[config.mk]
export PLATFORM = sky130hd
export DESIGN_NAME = kbc_host_core
export DESIGN_NICKNAME = d
export VERILOG_FILES = /design/src/rtl/kbc_pkg.sv /design/src/rtl/kbc_cmd_decode.sv /design/src/rtl/kbc_stream_arb.sv /design/src/rtl/kbc_host_core.sv
export SDC_FILE = /design/constraint.sdc
export NUM_CORES = 1
export LEC_CHECK = 0
export BUFFER_PORTS_ARGS = -buffer_cell sky130_fd_sc_hd__buf_2
export CAP_MARGIN = 10
export CORE_MARGIN = 1.5
export CORE_UTILIZATION = 55
export CTS_BUF_LIST = sky130_fd_sc_hd__clkbuf_8
export CTS_CLUSTER_DIAMETER = 80
export DETAILED_ROUTE_END_ITERATION = 6
export PLACE_DENSITY = 0.91
export SYNTH_ARGS = -nofsm -noshare
export SYNTH_HDL_FRONTEND = slang
export SYNTH_HIERARCHICAL = 1
export SYNTH_SLANG_ARGS = --single-unit
[constraint.sdc]
create_clock -name clk -period 2.8 [get_ports clk]
set_input_delay 0.14 -clock clk [delete_from_list [all_inputs] [get_ports clk]]
set_output_delay 0.14 -clock clk [all_outputs]
set_load 0.005 [all_outputs]
[src/rtl/kbc_pkg.sv]
package kbc_pkg;
    localparam int BYTE_W = 8;

    // mode byte bit positions
    localparam int MB_KIRQ  = 0;
    localparam int MB_AIRQ  = 1;
    localparam int MB_KOFF  = 4;
    localparam int MB_AOFF  = 5;
    localparam int MB_XLATE = 6;

    // controller command codes
    localparam logic [7:0] OP_MODE_RD   = 8'h20;
    localparam logic [7:0] OP_MODE_WR   = 8'h60;
    localparam logic [7:0] OP_AUX_OFF   = 8'hA7;
    localparam logic [7:0] OP_AUX_ON    = 8'hA8;
    localparam logic [7:0] OP_AUX_PROBE = 8'hA9;
    localparam logic [7:0] OP_SELFCHK   = 8'hAA;
    localparam logic [7:0] OP_KBD_PROBE = 8'hAB;
    localparam logic [7:0] OP_KBD_OFF   = 8'hAD;
    localparam logic [7:0] OP_KBD_ON    = 8'hAE;
    localparam logic [7:0] OP_INP_RD    = 8'hC0;
    localparam logic [7:0] OP_OUTP_RD   = 8'hD0;
    localparam logic [7:0] OP_OUTP_WR   = 8'hD1;
    localparam logic [7:0] OP_KREPLY    = 8'hD2;
    localparam logic [7:0] OP_AREPLY    = 8'hD3;
    localparam logic [7:0] OP_MOUSE_TX  = 8'hD4;
    localparam logic [7:0] OP_GATE_OFF  = 8'hDD;
    localparam logic [7:0] OP_GATE_ON   = 8'hDF;
    localparam logic [7:0] OP_SYS_RST   = 8'hFE;

    typedef enum logic [2:0] {
        TGT_KBD     = 3'd0,
        TGT_MODE    = 3'd1,
        TGT_OUTPORT = 3'd2,
        TGT_KREPLY  = 3'd3,
        TGT_AREPLY  = 3'd4,
        TGT_MOUSE   = 3'd5
    } wr_tgt_e;

    typedef enum logic [1:0] {
        SRC_CONST = 2'd0,
        SRC_MODE  = 2'd1,
        SRC_OUTP  = 2'd2
    } push_src_e;

    typedef struct packed {
        logic              known;
        logic              set_tgt;
        wr_tgt_e           tgt;
        logic              push;
        push_src_e         src;
        logic [BYTE_W-1:0] cval;
        logic              aoff_set;
        logic              aoff_clr;
        logic              koff_set;
        logic              koff_clr;
        logic              selftest;
        logic              gate_set;
        logic              gate_clr;
        logic              rst_req;
    } cmd_act_t;

    typedef struct packed {
        logic [BYTE_W-1:0] mode;
        logic              selftest;
        logic              a20;
        wr_tgt_e           tgt;
        logic              push_v;
        logic              push_aux;
        logic [BYTE_W-1:0] push_b;
        logic              ktx_v;
        logic [BYTE_W-1:0] ktx_b;
        logic              atx_v;
        logic [BYTE_W-1:0] atx_b;
        logic              rst_req;
    } core_st_t;
endpackage

[src/rtl/kbc_cmd_decode.sv]
module kbc_cmd_decode
    import kbc_pkg::*;
(
    input  logic [BYTE_W-1:0] cmd,
    output cmd_act_t          act
);
    always_comb begin
        act      = '0;
        act.tgt  = TGT_KBD;
        act.src  = SRC_CONST;
        act.known = 1'b1;
        unique case (cmd)
            OP_MODE_RD:   begin act.push = 1'b1; act.src = SRC_MODE; end
            OP_MODE_WR:   begin act.set_tgt = 1'b1; act.tgt = TGT_MODE; end
            OP_OUTP_WR:   begin act.set_tgt = 1'b1; act.tgt = TGT_OUTPORT; end
            OP_KREPLY:    begin act.set_tgt = 1'b1; act.tgt = TGT_KREPLY; end
            OP_AREPLY:    begin act.set_tgt = 1'b1; act.tgt = TGT_AREPLY; end
            OP_MOUSE_TX:  begin act.set_tgt = 1'b1; act.tgt = TGT_MOUSE; end
            OP_AUX_OFF:   act.aoff_set = 1'b1;
            OP_AUX_ON:    act.aoff_clr = 1'b1;
            OP_KBD_OFF:   act.koff_set = 1'b1;
            OP_KBD_ON:    act.koff_clr = 1'b1;
            OP_SELFCHK:   begin act.selftest = 1'b1; act.push = 1'b1; act.cval = 8'h55; end
            OP_AUX_PROBE,
            OP_KBD_PROBE,
            OP_INP_RD:    begin act.push = 1'b1; act.cval = 8'h00; end
            OP_OUTP_RD:   begin act.push = 1'b1; act.src = SRC_OUTP; end
            OP_GATE_ON:   act.gate_set = 1'b1;
            OP_GATE_OFF:  act.gate_clr = 1'b1;
            OP_SYS_RST:   act.rst_req = 1'b1;
            default:      act.known = 1'b0;
        endcase
    end
endmodule

[src/rtl/kbc_stream_arb.sv]
module kbc_stream_arb
    import kbc_pkg::*;
(
    input  logic              clk,
    input  logic              rst_n,
    input  logic              kbd_pending,
    input  logic              aux_pending,
    input  logic [BYTE_W-1:0] kbd_rx_byte,
    input  logic [BYTE_W-1:0] aux_rx_byte,
    input  logic [BYTE_W-1:0] mode,
    input  logic              selftest,
    output logic              obf,
    output logic              aux_only,
    output logic [BYTE_W-1:0] status,
    output logic [BYTE_W-1:0] rx_sel,
    output logic              irq_kbd,
    output logic              irq_aux
);
    always_comb begin
        aux_only = aux_pending & ~kbd_pending;
        obf      = aux_pending | kbd_pending;
        rx_sel   = aux_only ? aux_rx_byte : kbd_rx_byte;
        status   = {2'b00, aux_only, 1'b1, 1'b1, selftest, 1'b0, obf};
        irq_aux  = aux_only & mode[MB_AIRQ];
        irq_kbd  = kbd_pending & mode[MB_KIRQ] & ~mode[MB_KOFF];
    end

    assert_irq_exclusive_R3: assert property (@(posedge clk) disable iff (!rst_n)
        !(irq_kbd && irq_aux));

    assert_auxflag_R2: assert property (@(posedge clk) disable iff (!rst_n)
        status[5] |-> (status[0] && !kbd_pending));
endmodule

[src/rtl/kbc_host_core.sv]
module kbc_host_core
    import kbc_pkg::*;
#(
    parameter logic [7:0] MODE_INIT = 8'h03,
    parameter logic       A20_INIT  = 1'b0
) (
    input  logic       clk,
    input  logic       rst_n,
    input  logic       bus_wr,
    input  logic       bus_rd,
    input  logic       bus_addr,
    input  logic [7:0] bus_wdata,
    output logic [7:0] bus_rdata,
    input  logic       kbd_pending,
    input  logic       aux_pending,
    input  logic [7:0] kbd_rx_byte,
    input  logic [7:0] aux_rx_byte,
    output logic       kbd_pop,
    output logic       aux_pop,
    output logic       push_valid,
    output logic       push_aux,
    output logic [7:0] push_byte,
    output logic       kbd_tx_valid,
    output logic [7:0] kbd_tx_byte,
    output logic       aux_tx_valid,
    output logic [7:0] aux_tx_byte,
    output logic       irq_kbd,
    output logic       irq_aux,
    output logic       a20_gate,
    output logic       sys_reset_req,
    output logic       xlate_en
);
    core_st_t st_d, st_q;
    cmd_act_t act;

    logic              obf, aux_only;
    logic [BYTE_W-1:0] status, rx_sel, outp_byte;
    logic              cmd_wr, dat_wr, dat_rd;

    assign cmd_wr = bus_wr & bus_addr;
    assign dat_wr = bus_wr & ~bus_addr;
    assign dat_rd = bus_rd & ~bus_addr;

    kbc_cmd_decode u_dec (
        .cmd (bus_wdata),
        .act (act)
    );

    kbc_stream_arb u_arb (
        .clk         (clk),
        .rst_n       (rst_n),
        .kbd_pending (kbd_pending),
        .aux_pending (aux_pending),
        .kbd_rx_byte (kbd_rx_byte),
        .aux_rx_byte (aux_rx_byte),
        .mode        (st_q.mode),
        .selftest    (st_q.selftest),
        .obf         (obf),
        .aux_only    (aux_only),
        .status      (status),
        .rx_sel      (rx_sel),
        .irq_kbd     (irq_kbd),
        .irq_aux     (irq_aux)
    );

    assign outp_byte = {2'b00, aux_only, obf, 2'b00, st_q.a20, 1'b1};

    always_comb begin
        st_d         = st_q;
        st_d.push_v  = 1'b0;
        st_d.ktx_v   = 1'b0;
        st_d.atx_v   = 1'b0;
        st_d.rst_req = 1'b0;
        if (cmd_wr) begin
            if (act.set_tgt) st_d.tgt = act.tgt;
            if (act.aoff_set) st_d.mode[MB_AOFF] = 1'b1;
            if (act.aoff_clr) st_d.mode[MB_AOFF] = 1'b0;
            if (act.koff_set) st_d.mode[MB_KOFF] = 1'b1;
            if (act.koff_clr) st_d.mode[MB_KOFF] = 1'b0;
            if (act.selftest) st_d.selftest = 1'b1;
            if (act.gate_set) st_d.a20 = 1'b1;
            if (act.gate_clr) st_d.a20 = 1'b0;
            st_d.rst_req = act.rst_req;
            if (act.push) begin
                st_d.push_v   = 1'b1;
                st_d.push_aux = 1'b0;
                unique case (act.src)
                    SRC_MODE: st_d.push_b = st_q.mode;
                    SRC_OUTP: st_d.push_b = outp_byte;
                    default:  st_d.push_b = act.cval;
                endcase
            end
        end else if (dat_wr) begin
            unique case (st_q.tgt)
                TGT_MODE:    st_d.mode = bus_wdata;
                TGT_OUTPORT: begin
                    st_d.a20     = bus_wdata[1];
                    st_d.rst_req = ~bus_wdata[0];
                end
                TGT_KREPLY:  begin
                    st_d.push_v = 1'b1; st_d.push_aux = 1'b0; st_d.push_b = bus_wdata;
                end
                TGT_AREPLY:  begin
                    st_d.push_v = 1'b1; st_d.push_aux = 1'b1; st_d.push_b = bus_wdata;
                end
                TGT_MOUSE:   begin
                    st_d.atx_v = 1'b1; st_d.atx_b = bus_wdata;
                end
                default:     begin
                    st_d.ktx_v = 1'b1; st_d.ktx_b = bus_wdata;
                end
            endcase
            st_d.tgt = TGT_KBD;
        end
    end

    always_ff @(posedge clk) begin
        if (!rst_n) begin
            st_q          <= '0;
            st_q.mode     <= MODE_INIT;
            st_q.a20      <= A20_INIT;
            st_q.tgt      <= TGT_KBD;
        end else begin
            st_q <= st_d;
        end
    end

    assign bus_rdata     = bus_addr ? status : rx_sel;
    assign kbd_pop       = dat_rd & kbd_pending;
    assign aux_pop       = dat_rd & aux_only;
    assign push_valid    = st_q.push_v;
    assign push_aux      = st_q.push_aux;
    assign push_byte     = st_q.push_b;
    assign kbd_tx_valid  = st_q.ktx_v;
    assign kbd_tx_byte   = st_q.ktx_b;
    assign aux_tx_valid  = st_q.atx_v;
    assign aux_tx_byte   = st_q.atx_b;
    assign a20_gate      = st_q.a20;
    assign sys_reset_req = st_q.rst_req;
    assign xlate_en      = st_q.mode[MB_XLATE];

    assert_pop_exclusive_R4: assert property (@(posedge clk) disable iff (!rst_n)
        !(kbd_pop && aux_pop));

    assert_target_clears_R5: assert property (@(posedge clk) disable iff (!rst_n)
        dat_wr |=> (st_q.tgt == TGT_KBD));

    assert_reset_cause_R9: assert property (@(posedge clk) disable iff (!rst_n)
        sys_reset_req |-> $past(bus_wr));

    assert_push_cause_R13: assert property (@(posedge clk) disable iff (!rst_n)
        push_valid |-> $past(bus_wr));

    assert_ignore_cmd_R11: assert property (@(posedge clk) disable iff (!rst_n)
        (cmd_wr && !act.known) |=> ($stable(st_q.mode) && $stable(a20_gate)
                                    && !push_valid && !sys_reset_req));

    assert_tx_onehot_R12: assert property (@(posedge clk) disable iff (!rst_n)
        $onehot0({kbd_tx_valid, aux_tx_valid, push_valid}));
endmodule

==> flow_summary.toml, run 1 <==
[floorplan]
die_x_um = 73.7
rows = 25
num_io_pins = 74
core_um2 = 4750
die_area_um2 = 5420
die-height_um = 73.7
start_util_pct = 57.7

[sta]
maxSlewHeadroom_pct = 39.9
rsz0062_at_grt = "false"
setup_viol = 0
worst_slack_ns = 0.646
fmax_ghz = 0.464
final-hold-violation-count = 0
fin_crit_sh_pct = 76.9
setup_tns_ns = 0
worst_pin_slew_ns = 0.899
finalCriticalPeriod_ns = 2.15
maxSlewViolCount = 0
fin_skew_ns = 0.00799

[hold_path]
worstHoldStart = "rst_n"
min_path_cells = 2
hp-class = "in2reg"
whs_endpoint = "st_q[35]"

[global_routing]
grt_max_degree = 25
gr-usage-all-layers_pct = 23.8
antenna_found_initial = 0
grt_pass1_wl_um = 9980
grt_pass1_vias = 2219
grt_overflow = 0

[run_status]
status = "finished clean"

[placed_design]
place_ws_ns = 0.404
dp_hpwl_um = 4540
place_inst = 414
placed_area_um2 = 2820
gp_congestion = 0.915
io_buffers = 73

[setup_path]
timing.rr.end = "push_byte[0]"
endpoint_kind = "register"
critical_path_class = "in2reg"
r2r-start = "st_q[31]"
reg2reg_depth = 4
startpoint_type = "input pin"
regToRegSetupSlack_ns = 0.91
cp_max_fo = 16
crit_arrival_ns = 2.34
critPathRequiredTime_ns = 2.98

[detailed_routing]
wirelength_um = 6240
wire_per_inst_um = 14.8
final_antenna_net_count = 0
drc = 0
vias = 2337
via_per_inst = 5.55
drtIter0Drc = 236
drt_first_pass_iters = 5

[layout]
stdcell_area_um2 = 2900
instances_no_fill = 421
fillers = 422
syn_to_final_growth_pct = 5.70
num-nets-final = 387
diodes = 0
layout-drive-gt1-share_pct = 31.6
final_core_util_pct = 61.0

[yosys]
syn_area_um2 = 2750
yosysWarningCount = 6
avgSynthCellArea_um2 = 8.53
syn_inst = 322

[clocking]
htreeDepth = 2
cts_buffers = 5
hold_buffers = 0
clock-sinks = 42
cts_tree = "yes"
cts_buffer_depth = 2
ctsRootBufferMaster = "clkbuf_8"
cts.repair.resized = 0
post_cts_buffers = 0
clk_latency_ns = 0.30
clk_pin_slew_ns = 0.08

[power]
p_per_area_nw_per_um2 = 397
vdd_drop_max_mv = 0.346
power_leakage_nw = 1.34

[job]
maxCapViolCount = 0
[state kept, by name (all words and copies together), names as in the netlist]
| signal | cells |
|---|---|
| push_valid | 1 |
| xlate_en | 1 |
| st_q | 11 |
| push_aux | 1 |
| aux_tx_byte | 8 |
| kbd_tx_valid | 1 |
| push_byte | 8 |
| aux_tx_valid | 1 |
| kbd_tx_byte | 8 |
| sys_reset_req | 1 |
| a20_gate | 1 |
[power by group]
part / internal [W] / total, W / leakage, nW / switching [W]
registers: 0.000605 / 0.000609 / 0.340 / 0.00000407
logic: 0.0000819 / 0.000177 / 0.952 / 0.0000953
clock network: 0.000167 / 0.000366 / 0.0438 / 0.000198
total: 0.000854 / 0.00115 / 1.34 / 0.000298
[stage by stage]
| stage | power [W] | hold slack, ns |
|---|---|---|
| 2_1_floorplan | 0.000751 | 0.216 |
| 3_5_place_dp | 0.000798 | 0.400 |
| 3_3_place_gp | 0.000792 | 0.396 |
| 5_1_grt | 0.00119 | 0.0981 |
| 4_1_cts | 0.00115 | 0.0955 |
| 6_report | 0.00115 | 0.113 |
[final cells by class]
class / instances / area, um^2 / area share (%)
Multi-Input combinational cell: 219 / 1470 / 50.5
Sequential cell: 42 / 841 / 29.0
Timing Repair Buffer: 78 / 403 / 13.9
Tap cell: 67 / 83.8 / 2.89
Clock buffer: 5 / 68.8 / 2.37
Inverter: 8 / 30.0 / 1.03
Clock inverter: 2 / 10.0 / 0.345
[metal layers]
| metal | track usage [%] | part of all wire (%) |
|---|---|---|
| met1 | 28.8 | 41 |
| met2 | 40.4 | 49 |
| met3 | 5.90 | 7.9 |
| met4 | 9.05 | 1.3 |
| met5 | 0 | 0 |
[worst max-delay path by stage]
stage                       startpoint            to  slack (ns)  cells past startpoint
after floorplan           bus_wdata[1]  push_byte[5]        0.58                     10
after global placement    bus_wdata[1]  push_byte[1]        0.55                      9
after detailed placement  bus_wdata[1]  push_byte[0]        0.40                      9
after CTS                 bus_wdata[1]  push_byte[0]        0.71                      9
after global routing      bus_wdata[1]  push_byte[0]        0.51                      9
final                     bus_wdata[1]  push_byte[0]        0.65                      9
[layout by cell type, fill, tap and decap left out, drive strengths merged, types with 2 or more instances in the layout]
cell type	n
o21ai	7
or3	2
a22oi	3
a31oi	2
o211ai	2
xnor2	2
a21oi	11
and2	3
nor2b	6
buf	78
inv	7
o211a	2
and3	4
nand3	6
nand3b	5
clkinv	3
dfxtp	42
mux2i	20
nor2	54
nand4b	3
mux2	16
nor3	10
ha	2
a221oi	11
clkbuf	5
a211oi	2
nand2	14
or2	2
nor3b	4
or3b	3
conb	9
nand2b	2
o31ai	2
[worst max-delay path, stage by stage]
cell      delay (ns)
buf_2           0.10
or3_1           0.41
nor4_1          0.40
inv_1           0.10
ha_1            0.47
a211oi_1        0.30
nor3_1          0.09
a221oi_1        0.25
nor2_1          0.06
(Power assumes the default switching activity.)
==> inputs of run 2 (changes only) <==
clock period = 2.2 ns   (was 2.8 ns; I/O delays follow)
==> flow_summary.toml, run 2 (synthesized netlist as in run 1, its figures left out) <==
[global_routing]
gr-usage-all-layers_pct = 24.7
grt_pass1_wl_um = 10200
antenna_found_initial = 0
grt_pass1_vias = 2172
grt_overflow = 0
grt_max_degree = 25

[clocking]
hold_buffers = 0
clock-sinks = 42
clk_latency_ns = 0.30
ctsRootBufferMaster = "clkbuf_8"
cts_buffers = 5
clk_pin_slew_ns = 0.08
cts_tree = "yes"
htreeDepth = 2
post_cts_buffers = 0
cts.repair.resized = 0
cts_buffer_depth = 2

[detailed_routing]
final_antenna_net_count = 0
drtIter0Drc = 324
wirelength_um = 6550
drc = 0
wire_per_inst_um = 15.1
via_per_inst = 5.54
drt_first_pass_iters = 4
vias = 2397

[floorplan]
rows = 25
start_util_pct = 57.7
die_x_um = 73.7
die-height_um = 73.7
die_area_um2 = 5420
core_um2 = 4750
num_io_pins = 74

[sta]
fmax_ghz = 0.496
hold_ws_ns = 0.0575
final-hold-violation-count = 0
finalCriticalPeriod_ns = 2.02
worst_pin_slew_ns = 0.587
fin_skew_ns = 0.00256
maxSlewHeadroom_pct = 60.6
rsz0062_at_grt = "false"
setup_tns_ns = 0
fin_crit_sh_pct = 91.7
maxSlewViolCount = 0
setup_viol = 0

[setup_path]
endpoint_kind = "register"
critPathRequiredTime_ns = 2.39
crit_arrival_ns = 2.20
crit_start = "bus_wdata[1]"
r2r-start = "st_q[31]"
startpoint_type = "input pin"
critical_path_class = "in2reg"
reg2reg_depth = 4
cp_max_fo = 16

[hold_path]
min_path_cells = 2
worstHoldStart = "rst_n"
hp-class = "in2reg"

[layout]
layout-drive-gt1-share_pct = 33.9
syn_to_final_growth_pct = 10.8
mostFrequentLayoutCell = "buf_2"
largest-register = "st_q"
final_cell_mix = "buf_2 (73), nor2_1 (53), dfxtp_1 (42)"
diodes = 0
largest_reg_flops = 11
num-nets-final = 398

[power]
power_w = 0.00175
vdd_drop_max_mv = 0.502
p_per_area_nw_per_um2 = 575
power_leakage_nw = 1.41

[placed_design]
dp_hpwl_um = 4690
io_buffers = 73
gp_congestion = 0.884

[job]
maxCapViolCount = 0

[run_status]
status = "finished clean"
==> run 2: final cells by class <==
type | instances | area, um^2
Inverter | 8 | 30.0
Timing Repair Buffer | 89 | 485
Clock buffer | 5 | 68.8
Clock inverter | 3 | 68.8
Multi-Input combinational cell | 219 | 1470
Tap cell | 67 | 83.8
Fill cell | 397 | 1710
Sequential cell | 42 | 841
==> run 2: worst max-delay path, stage by stage <==
cell and delay, ns:
buf_2 0.10, or3_1 0.40, nor4_1 0.37, inv_1 0.08, ha_1 0.46, a211oi_1 0.30, nor3_1 0.07, a221oi_1 0.24
nor2_1 0.06
==> run 2: worst paths after layout <==
| kind | to | slack [ns] |
|---|---|---|
| worst min register to register | st_q[33] | 0.49 |
| worst max-delay path | push_byte[0] | 0.18 |
| worst max register to register | push_byte[0] | 0.26 |
| worst min-delay path | st_q[35] | 0.06 |
==> run 2: per-stage QoR <==
stage | util, % | setup WS [ns] | std cells | instance area (um^2)
6_report | 64.0 | 0.183 | 433 | 3040
5_1_grt | 64.0 | 0.0448 | 433 | 3040
4_1_cts | 64.0 | 0.186 | 433 | 3040
3_5_place_dp | 61.1 | -0.122 | 425 | 2910
3_3_place_gp | 61.1 | -0.00280 | 425 | 2910
2_1_floorplan | - | 0.00773 | 328 | 2770
==> run 2: layer usage <==
metal	wire (um)	GRT usage [%]	up-vias	share of wire, %
met4	64	7.00	0	0.98
met1	2650	29.2	1123	40
li1	-	-	1160	-
met5	0	0	-	0
met2	3310	42.4	107	50
met3	526	8.37	7	8.0
==> run 2: report_power, final <==
part	leakage (nW)	switching [W]	total, W	internal, W
clock network	0.0683	0.000286	0.000741	0.000455
registers	0.340	0.00000599	0.000776	0.000770
logic	1.01	0.000123	0.000234	0.000111
